$ cat src/rtl/rcfg_pkg.sv
package rcfg_pkg;

   localparam int DATA_W = 16;

   localparam logic [2:0] MODE_CHAN_TXPLL = 3'b001;

   localparam logic [1:0] DIR_NONE = 2'b00;
   localparam logic [1:0] DIR_RX   = 2'b01;
   localparam logic [1:0] DIR_TX   = 2'b10;
   localparam logic [1:0] DIR_BOTH = 2'b11;

   typedef enum logic [1:0] {
      SQ_IDLE = 2'd0,
      SQ_RUN  = 2'd1,
      SQ_LOCK = 2'd2
   } sq_state_t;

   typedef enum logic [1:0] {
      HS_READY = 2'd0,
      HS_RISE  = 2'd1,
      HS_FALL  = 2'd2
   } hs_phase_t;

endpackage

$ cat src/rtl/rcfg_word_rom.sv
module rcfg_word_rom #(
   parameter int          DEPTH     = 16,
   parameter int          IDX_W     = 4,
   parameter logic [15:0] SEED      = 16'h1A2B,
   parameter logic [15:0] STRIDE    = 16'h0137,
   parameter int          ROM_STYLE = 0
) (
   input  logic [IDX_W-1:0]          idx_i,
   output logic [rcfg_pkg::DATA_W-1:0] word_o
);
   import rcfg_pkg::*;

   initial begin
      assert (ROM_STYLE == 0 || ROM_STYLE == 1)
         else $error("rcfg_word_rom: ROM_STYLE must be 0 or 1");
      assert (DEPTH <= (1 << IDX_W))
         else $error("rcfg_word_rom: IDX_W too narrow for DEPTH");
   end

   function automatic logic [DATA_W-1:0] word_at(input int unsigned k);
      logic [31:0] acc;
      acc = 32'(SEED) + (32'(k) * 32'(STRIDE));
      acc = acc ^ (32'(k) << 8);
      return acc[DATA_W-1:0];
   endfunction

   generate
      if (ROM_STYLE == 0) begin : g_calc
         always_comb word_o = word_at(32'(idx_i));
      end else begin : g_table
         logic [DATA_W-1:0] tbl [DEPTH];
         for (genvar g = 0; g < DEPTH; g++) begin : g_ent
            assign tbl[g] = word_at(g);
         end
         always_comb begin
            if (int'(idx_i) < DEPTH) word_o = tbl[idx_i];
            else                     word_o = '0;
         end
      end
   endgenerate

endmodule

$ cat src/rtl/rcfg_wr_handshake.sv
module rcfg_wr_handshake (
   input  logic clk,
   input  logic rst_n,
   input  logic req_i,
   input  logic busy_i,
   output logic strobe_o,
   output logic word_done_o
);
   import rcfg_pkg::*;

   hs_phase_t phase_q;

   assign strobe_o    = req_i && (phase_q == HS_READY) && !busy_i;
   assign word_done_o = (phase_q == HS_FALL) && !busy_i;

   always_ff @(posedge clk or negedge rst_n) begin
      if (!rst_n) begin
         phase_q <= HS_READY;
      end else begin
         case (phase_q)
            HS_READY: if (strobe_o) phase_q <= HS_RISE;
            HS_RISE:  if (busy_i)   phase_q <= HS_FALL;
            HS_FALL:  if (!busy_i)  phase_q <= HS_READY;
            default:                phase_q <= HS_READY;
         endcase
      end
   end

   AST_STROBE_ONE_CYCLE: assert property (@(posedge clk) disable iff (!rst_n)
      strobe_o |=> !strobe_o);

   AST_DONE_AFTER_BUSY: assert property (@(posedge clk) disable iff (!rst_n)
      word_done_o |-> $past(busy_i));

   AST_STROBE_WAITS_FALL: assert property (@(posedge clk) disable iff (!rst_n)
      (strobe_o && $past(phase_q) != HS_READY) |-> $past(word_done_o));

endmodule

$ cat src/rtl/rcfg_lock_watch.sv
module rcfg_lock_watch #(
   parameter int LOCK_TIMEOUT = 4096
) (
   input  logic clk,
   input  logic rst_n,
   input  logic clear_i,
   input  logic arm_i,
   input  logic pll_locked_i,
   output logic relock_o,
   output logic timeout_o
);
   localparam int CNT_W = $clog2(LOCK_TIMEOUT + 1);
   localparam logic [CNT_W-1:0] CNT_LAST = CNT_W'(LOCK_TIMEOUT - 1);

   initial begin
      assert (LOCK_TIMEOUT >= 2)
         else $error("rcfg_lock_watch: LOCK_TIMEOUT must be at least 2");
   end

   logic             dropped_q;
   logic [CNT_W-1:0] cnt_q;

   assign relock_o  = arm_i && dropped_q && pll_locked_i;
   assign timeout_o = arm_i && !relock_o && (cnt_q == CNT_LAST);

   always_ff @(posedge clk or negedge rst_n) begin
      if (!rst_n) begin
         dropped_q <= 1'b0;
      end else if (clear_i) begin
         dropped_q <= 1'b0;
      end else if (!pll_locked_i) begin
         dropped_q <= 1'b1;
      end
   end

   always_ff @(posedge clk or negedge rst_n) begin
      if (!rst_n) begin
         cnt_q <= '0;
      end else if (!arm_i) begin
         cnt_q <= '0;
      end else if (cnt_q != CNT_LAST) begin
         cnt_q <= cnt_q + CNT_W'(1);
      end
   end

   AST_RELOCK_DISARMS: assert property (@(posedge clk) disable iff (!rst_n)
      relock_o |=> !arm_i);

   AST_TIMEOUT_DISARMS: assert property (@(posedge clk) disable iff (!rst_n)
      timeout_o |=> !arm_i);

endmodule

$ cat src/rtl/rcfg_word_sequencer.sv
module rcfg_word_sequencer #(
   parameter int          DEPTH        = 16,
   parameter int          ADDR_W       = 9,
   parameter int          LOCK_TIMEOUT = 4096,
   parameter logic [15:0] SEED         = 16'h1A2B,
   parameter logic [15:0] STRIDE       = 16'h0137,
   parameter int          ROM_STYLE    = 0
) (
   input  logic              clk,
   input  logic              rst_n,
   input  logic              start_i,
   input  logic [2:0]        mode_i,
   input  logic [1:0]        dir_i,
   input  logic [ADDR_W-1:0] chan_addr_i,
   input  logic              busy_i,
   input  logic              pll_locked_i,
   output logic [2:0]        ctl_mode_o,
   output logic [1:0]        ctl_dir_o,
   output logic [ADDR_W-1:0] ctl_addr_o,
   output logic [15:0]       ctl_data_o,
   output logic              ctl_write_o,
   output logic              done_o,
   output logic              err_cfg_o,
   output logic              err_lock_o
);
   import rcfg_pkg::*;

   localparam int IDX_W = (DEPTH > 1) ? $clog2(DEPTH) : 1;
   localparam logic [IDX_W-1:0] LAST_IDX = IDX_W'(DEPTH - 1);

   initial begin
      assert (DEPTH >= 1 && DEPTH <= 4096)
         else $error("rcfg_word_sequencer: DEPTH out of range");
      assert (ADDR_W >= 1)
         else $error("rcfg_word_sequencer: ADDR_W must be positive");
   end

   sq_state_t         state_q;
   logic [IDX_W-1:0]  idx_q;
   logic [2:0]        mode_q;
   logic [1:0]        dir_q;
   logic [ADDR_W-1:0] addr_q;
   logic              done_q, err_cfg_q, err_lock_q;

   logic cfg_ok, accept, hs_req, hs_strobe, hs_word_done;
   logic lk_relock, lk_timeout, last_word;

   assign cfg_ok    = (mode_i == MODE_CHAN_TXPLL) && (dir_i != DIR_NONE);
   assign accept    = (state_q == SQ_IDLE) && start_i && cfg_ok;
   assign hs_req    = (state_q == SQ_RUN);
   assign last_word = (idx_q == LAST_IDX);

   rcfg_word_rom #(
      .DEPTH     (DEPTH),
      .IDX_W     (IDX_W),
      .SEED      (SEED),
      .STRIDE    (STRIDE),
      .ROM_STYLE (ROM_STYLE)
   ) u_rom (
      .idx_i  (idx_q),
      .word_o (ctl_data_o)
   );

   rcfg_wr_handshake u_hs (
      .clk         (clk),
      .rst_n       (rst_n),
      .req_i       (hs_req),
      .busy_i      (busy_i),
      .strobe_o    (hs_strobe),
      .word_done_o (hs_word_done)
   );

   rcfg_lock_watch #(
      .LOCK_TIMEOUT (LOCK_TIMEOUT)
   ) u_lock (
      .clk          (clk),
      .rst_n        (rst_n),
      .clear_i      (accept),
      .arm_i        (state_q == SQ_LOCK),
      .pll_locked_i (pll_locked_i),
      .relock_o     (lk_relock),
      .timeout_o    (lk_timeout)
   );

   always_ff @(posedge clk or negedge rst_n) begin
      if (!rst_n) begin
         state_q    <= SQ_IDLE;
         idx_q      <= '0;
         mode_q     <= '0;
         dir_q      <= '0;
         addr_q     <= '0;
         done_q     <= 1'b0;
         err_cfg_q  <= 1'b0;
         err_lock_q <= 1'b0;
      end else begin
         done_q     <= 1'b0;
         err_lock_q <= 1'b0;
         err_cfg_q  <= (state_q == SQ_IDLE) && start_i && !cfg_ok;
         case (state_q)
            SQ_IDLE: begin
               if (accept) begin
                  mode_q  <= mode_i;
                  dir_q   <= dir_i;
                  addr_q  <= chan_addr_i;
                  idx_q   <= '0;
                  state_q <= SQ_RUN;
               end
            end
            SQ_RUN: begin
               if (hs_word_done) begin
                  if (last_word) state_q <= SQ_LOCK;
                  else           idx_q   <= idx_q + IDX_W'(1);
               end
            end
            SQ_LOCK: begin
               if (lk_relock) begin
                  done_q  <= 1'b1;
                  state_q <= SQ_IDLE;
               end else if (lk_timeout) begin
                  err_lock_q <= 1'b1;
                  state_q    <= SQ_IDLE;
               end
            end
            default: state_q <= SQ_IDLE;
         endcase
      end
   end

   assign ctl_mode_o  = mode_q;
   assign ctl_dir_o   = dir_q;
   assign ctl_addr_o  = addr_q;
   assign ctl_write_o = hs_strobe;
   assign done_o      = done_q;
   assign err_cfg_o   = err_cfg_q;
   assign err_lock_o  = err_lock_q;

   AST_RUN_MODE: assert property (@(posedge clk) disable iff (!rst_n)
      ctl_write_o |-> ctl_mode_o == MODE_CHAN_TXPLL);

   AST_CFG_STABLE: assert property (@(posedge clk) disable iff (!rst_n)
      (state_q != SQ_IDLE && $past(state_q) != SQ_IDLE)
         |-> ($stable(ctl_addr_o) && $stable(ctl_dir_o)));

   AST_DIR_LEGAL: assert property (@(posedge clk) disable iff (!rst_n)
      ctl_write_o |-> ctl_dir_o != DIR_NONE);

   AST_CFG_ERR_IDLE: assert property (@(posedge clk) disable iff (!rst_n)
      err_cfg_o |-> (state_q == SQ_IDLE && !ctl_write_o));

   AST_IDX_RANGE: assert property (@(posedge clk) disable iff (!rst_n)
      int'(idx_q) < DEPTH);

   AST_ADVANCE_ON_FALL: assert property (@(posedge clk) disable iff (!rst_n)
      (state_q == SQ_RUN && $past(state_q) == SQ_RUN && idx_q != $past(idx_q))
         |-> $past(!busy_i));

   AST_DONE_SINGLE: assert property (@(posedge clk) disable iff (!rst_n)
      done_o |=> !done_o);

   AST_OUTCOME_EXCL: assert property (@(posedge clk) disable iff (!rst_n)
      !(done_o && err_lock_o));

endmodule

$ cat config.mk
export PLATFORM = sky130hd
export DESIGN_NAME = rcfg_word_sequencer
export DESIGN_NICKNAME = d
export VERILOG_FILES = /design/src/rtl/rcfg_pkg.sv /design/src/rtl/rcfg_word_rom.sv /design/src/rtl/rcfg_wr_handshake.sv /design/src/rtl/rcfg_lock_watch.sv /design/src/rtl/rcfg_word_sequencer.sv
export SDC_FILE = /design/constraint.sdc
export NUM_CORES = 1
export LEC_CHECK = 0
export BUFFER_PORTS_ARGS = -buffer_cell sky130_fd_sc_hd__clkbuf_2
export CAP_MARGIN = 10
export CORE_ASPECT_RATIO = 0.6
export CORE_MARGIN = 2
export CORE_UTILIZATION = 24
export DETAILED_ROUTE_END_ITERATION = 7
export PLACE_DENSITY = 0.46
export SYNTH_ARGS = -nofsm -noshare
export SYNTH_HDL_FRONTEND = slang
export SYNTH_SLANG_ARGS = --single-unit
$ cat constraint.sdc
create_clock -name clk -period 3.1 [get_ports clk]
set_input_delay 0.31 -clock clk [delete_from_list [all_inputs] [get_ports clk]]
set_output_delay 0.31 -clock clk [all_outputs]
set_load 0.005 [all_outputs]
After elaboration in Yosys (flattened, before gate mapping)
Index checks and enable logic that the tools add are counted.
{ "totals": {"input_bits": 19, "ff_bits": 39, "output_inout_bits": 34} }
{ "op_classes": {"bitwise_logic": 1, "reduce_logical": 22, "mul": 1, "muxes": 23, "add_sub_neg": 3, "n_eq_ne": 18} }
{ "op_table": {"columns": ["operator", "count"], "rows": [
  ["two-way mux 13 bit", 2],
  ["two-way mux 2 bit", 8],
  ["inequality test 2 bit (second input constant)", 8],
  ["XOR 16 x 12 -> 16 bit", 1],
  ["adder 13 x 13 -> 14 bit (first input constant)", 1],
  ["adder 13 x 1 -> 13 bit (second input constant)", 1],
  ["equality test 13 x 12 -> 1 bit (second input constant)", 1],
  ["multiplier 4 x 9 -> 13 bit (second input constant)", 1],
  ["inequality test 13 x 12 -> 1 bit (second input constant)", 1],
  ["two-way mux 4 bit", 3],
  ["case mux 2 bit (3 select lines)", 2],
  ["logical AND 1 bit", 11],
  ["case mux 4 bit (2 select lines)", 1],
  ["AND reduction 4 bit", 2],
  ["two-way mux 1 bit", 7],
  ["adder 4 x 1 -> 4 bit (second input constant)", 1],
  ["equality test 2 x 1 -> 1 bit (second input constant)", 2],
  ["equality test 2 bit (second input constant)", 2],
  ["equality test 4 bit (second input constant)", 1],
  ["zero test 2 bit", 2],
  ["nonzero test 2 bit", 2],
  ["equality test 3 x 1 -> 1 bit (second input constant)", 1],
  ["zero test 1 bit", 3],
  ["inequality test 3 bit (second input constant)", 1],
  ["3 further kinds", 3]
]} }

Longest topological paths before layout
{ "depth": {"word_depth": 9, "depth_mapped": 12, "mapped_depth_nobuf": 12} }

By module
From an unflattened synthesis, not the netlist that was laid out.
{ "hier_totals": {"cells_unflattened": 274, "area_unflattened_um2": 2812.7} }
{ "by_module_without_submodules": {"columns": ["mod", "cells_per_inst", "area_per_inst_um2", "n_inst", "seq_area_each_um2"], "rows": [
  ["rcfg_word_rom", 122, 1027.2, 1, 0.0],
  ["rcfg_word_sequencer", 73, 991.0, 1, 575.6],
  ["rcfg_lock_watch", 71, 704.4, 1, 350.3],
  ["rcfg_wr_handshake", 8, 90.1, 1, 50.0]
]} }

Worst setup path before layout
No wires, ideal clock.
{ "synth_timing": {"path_kind": "register to output", "start": "register idx_q[1]", "end": "output port ctl_data_o[9]", "stages_incl_launch_ff": 11, "slack_ps": -55, "t_arrival_ps": 2845, "path_buffers": 0, "cell_sequence": "dfrtp_1 > ha_1 > ha_1 > ha_1 > inv_1 > fa_1 > nor2b_1 > o2111ai_1 > a21boi_0 > nor4_1 > a311oi_1"} }
{ "synth_between": {"elab_chain_cells": 3} }
{ "synth_rtl": {"columns": ["element", "line", "text"], "rows": [
  ["start: declaration", "rcfg_word_sequencer.sv:39", "logic [IDX_W-1:0] idx_q;"],
  ["start signal: assignment", "rcfg_word_sequencer.sv:112", "else idx_q <= idx_q + IDX_W'(1);"],
  ["multiplier 4 x 9 -> 13 bit", "rcfg_word_rom.sv:22", "acc = 32'(SEED) + (32'(k) * 32'(STRIDE));"],
  ["adder 13 x 13 -> 14 bit", "rcfg_word_rom.sv:22", null],
  ["XOR 16 x 12 -> 16 bit (*)", "rcfg_word_rom.sv:23", "acc = acc ^ (32'(k) << 8);"],
  ["end: declaration", "rcfg_word_sequencer.sv:20", "output logic [15:0] ctl_data_o,"]
]} }
Every way passes the cells marked *; elsewhere a longest branch is shown, timed or not.

Worst setup path after layout
{ "layout_timing": {"start": "register idx_q[2]", "end": "output port ctl_data_o[12]"} }
{ "layout_between": {"elab_chain_cells": 3} }
{ "layout_rtl": {"columns": ["element", "line"], "rows": [
  ["multiplier 4 x 9 -> 13 bit", "rcfg_word_rom.sv:22"],
  ["adder 13 x 13 -> 14 bit", "rcfg_word_rom.sv:22"],
  ["XOR 16 x 12 -> 16 bit", "rcfg_word_rom.sv:23"]
]} }
Every way passes these cells.

==> results_dict.tcl <==
set metrics [dict create \
    synth.avg_cell_area_um2 10.1 \
    crit_slowest_cell "dfrtp_2" \
    drt-initial-drc-count 95 \
    arrival_ns 3.17 \
    cts_buffers 5 \
    async_reset_ff_frac 1.00 \
    grt.total_usage 0.121 \
    antenna_cells 0 \
    yosys_warnings 0 \
    synth_top_family_by_area "adder cells" \
    min_path_type "primary input to asynchronous set/reset pin" \
    violations "negative setup slack" \
    port_buffers 50 \
    synth_top_area_frac 0.372 \
    met3_usage 0.0231 \
    wirelength_um 6820 \
    setup-tns-final_ns -1.93 \
    seq_area_frac_synth 0.372 \
    ys_top_cells_by_area "dfrtp_1 (37%), ha_1 (15%), xnor2_1 (4.3%), mux2_2 (4.3%), xor2_1 (3.0%)" \
    dr.pass1.iters 4 \
    avgRoutedWirePerCell_um 13.9 \
    synth-xor-area-share 0.0734 \
    core_um2 10600 \
    cts_num_sinks 39 \
    placement_rows 29 \
    rsz0062_at_grt "true" \
    dr_total_vias 2200 \
    worstSetupStartpointType "flop" \
    fp.dieH_um 85.0 \
    path_max_fanout 5 \
    setup_slack_ns -0.381 \
    synthAdderAreaFrac 0.171 \
    drv_slew 0 \
    synth-simple-area-share 0.161 \
    avgViaCountPerCell 4.48 \
    skew_ns 0.00892 \
    worstMarginPinSlew_ns 0.972 \
    gr-usage-met2 0.173 \
    dp_hpwl_um 5150 \
    dieArea_um2 11800 \
    synth.cell_area_um2 2630 \
    clkTransAtPathRegs_ns 0.06 \
    antenna_found_initial 0 \
    yosysTopAreaCell "dfrtp_1" \
    clock_path_buffers 2 \
    fmax_mhz 287 \
    ys_seq_elements 39 \
    min_period_over_period 1.12 \
    grt_first_pass_wirelength_um 11600 \
    area_growth_pct 43.1 \
    yosys-mux-area-fraction 0.0657 \
    cpMostUsedCell "ha_4" \
    finalHoldViolations 0 \
    fin_crit_ns 3.48 \
    synth_most_common_cell "dfrtp_1" \
    cts_root_buf "clkbuf_16" \
    dp_slack_ns -0.306 \
    worstSetupEndpointType "primary output" \
    gr-max-usage-layer "met1" \
    finalNetCount 404 \
    cp_cell_sequence "buf_4 -> ha_4 -> ha_4 -> ha_4 -> buf_4 -> ha_4 -> a211oi_2 -> buf_4 -> o21ai_2 -> a31oi_1 -> a31oi_1 -> mux2_2 -> clkbuf_2" \
    cts_max_level 2 \
    drc 0 \
    io_pins 53 \
    final_util 0.355 \
    grt_pass1_vias 2229 \
    final_layout_size_suffix_gt1_frac 0.432 \
    synth_compound_area_frac 0.116 \
    fillCellCount 1086 \
    netlist_instances 260 \
    synth_cell_type_count 46 \
    required_ns 2.79 \
    fp.dieW_um 139 \
    start_util 0.248 \
    setup_viol 8 \
    synth_common_cells "dfrtp_1 (39), ha_1 (31), nor2_1 (20)" \
    gr-total-overflow 0 \
    path_class "flop to primary output" \
    slew_headroom 0.352 \
    status "complete, but fails checks" \
    gp_congestion 0.814 \
    synth_edf_count 0 \
    r2r_cells 8 \
    grtUsageMet1 0.189 \
    antenna_left 0 \
    max-cap-violations 0 \
    grt_max_degree 40 \
    clock_latency_ns 0.28 \
    ys.flop_type "dfrtp_1" \
    cts_tree "built" \
    crit_path_max_incr_delay_ns 0.47 \
]
-- kinds of logic (layout without fill, tap and decap cells) --
group	after synthesis	count (layout)
AND/OR/NAND/NOR	81	81
AO/OA/AOI/OAI	47	47
flip-flops	39	39
adder cells (fa/ha/maj)	34	34
XOR/XNOR	22	22
buffers and inverters	21	112
multiplexers	15	15
other	1	2
-- per-stage QoR --
stage / cells / hold WS [ns] / area [um2]
after floorplan: 261 / 0.0144 / 2630
after global placement: 476 / 0.446 / 3250
after detailed placement: 476 / 0.457 / 3250
after CTS: 489 / 0.227 / 3700
after global routing: 491 / 0.264 / 3760
final: 491 / 0.180 / 3760
-- state kept, by name, indices dropped and copies added (netlist names), 2 cells and up --
register / flops
u_lock.cnt_q: 13
state_q: 2
ctl_addr_o: 9
ctl_mode_o: 3
u_hs.phase_q: 2
idx_q: 4
ctl_dir_o: 2
-- per-layer routing --
metal  wire length, um  vias up
li1                  -     1097
met1              3870     1062
met2              2660       37
met3               246        4
met4                46        0
met5                 0        -
-- final timing paths --
path / start / slack, ns / endpoint
worst max register to register: idx_q[1] / 0.96 / idx_q[3]
worst max-delay path: idx_q[2] / -0.38 / ctl_data_o[12]
max in group asynchronous: rst_n / 2.26 / idx_q[3]
min in group clk: pll_locked_i / 0.25 / u_lock.dropped_q
worst min register to register: ctl_mode_o[0] / 0.48 / ctl_mode_o[0]
worst min-delay path: rst_n / 0.18 / ctl_addr_o[1]
-- placed cells by master, fill, tap and decap left out, drive strengths merged, types with 3 or more instances in the layout --
cell,synthesis,layout
o211ai,3,3
a21oi,8,8
a31oi,7,7
nor2b,4,4
ha,31,31
o21ai,9,9
buf,4,46
a21boi,3,3
nor2,21,21
and2,7,7
a21o,5,5
inv,14,14
mux2i,3,3
and3,3,3
dfrtp,39,39
xor2,9,9
clkbuf,3,51
xnor2,13,13
and4,3,3
nand2b,4,4
nand4,7,7
nand3,3,3
nor3,4,4
mux2,12,12
fa,3,3
nand2,17,17
-- cell type report --
cell class / instances / area (um2) / share of cell area
clock buffer: 7 / 133 / 0.0353
clock inverter: 1 / 5.00 / 0.00133
inverter: 14 / 55.1 / 0.0147
multi-input combinational: 201 / 1840 / 0.490
sequential: 39 / 980 / 0.261
tap: 139 / 174 / 0.0463
timing repair buffer: 90 / 569 / 0.152
-- critical path: cells and delay by family, from the launching register on --
kind / cells / cell delay [ns]
buf+inv: 4 / 0.56
flops: 1 / 0.47
compound gates: 4 / 0.55
mux: 1 / 0.37
fa+ha+maj: 4 / 0.96
-- repair_timing --
action,in CTS,in global routing
pin swaps,27,15
buffers inserted,6,2
hold buffers,0,0
resized for setup,49,14
setup endpoints to repair,9,9
Power is left out: the tool's default activity adds up to more than one toggle a clock period on the data nets, which glitch-free logic cannot reach.
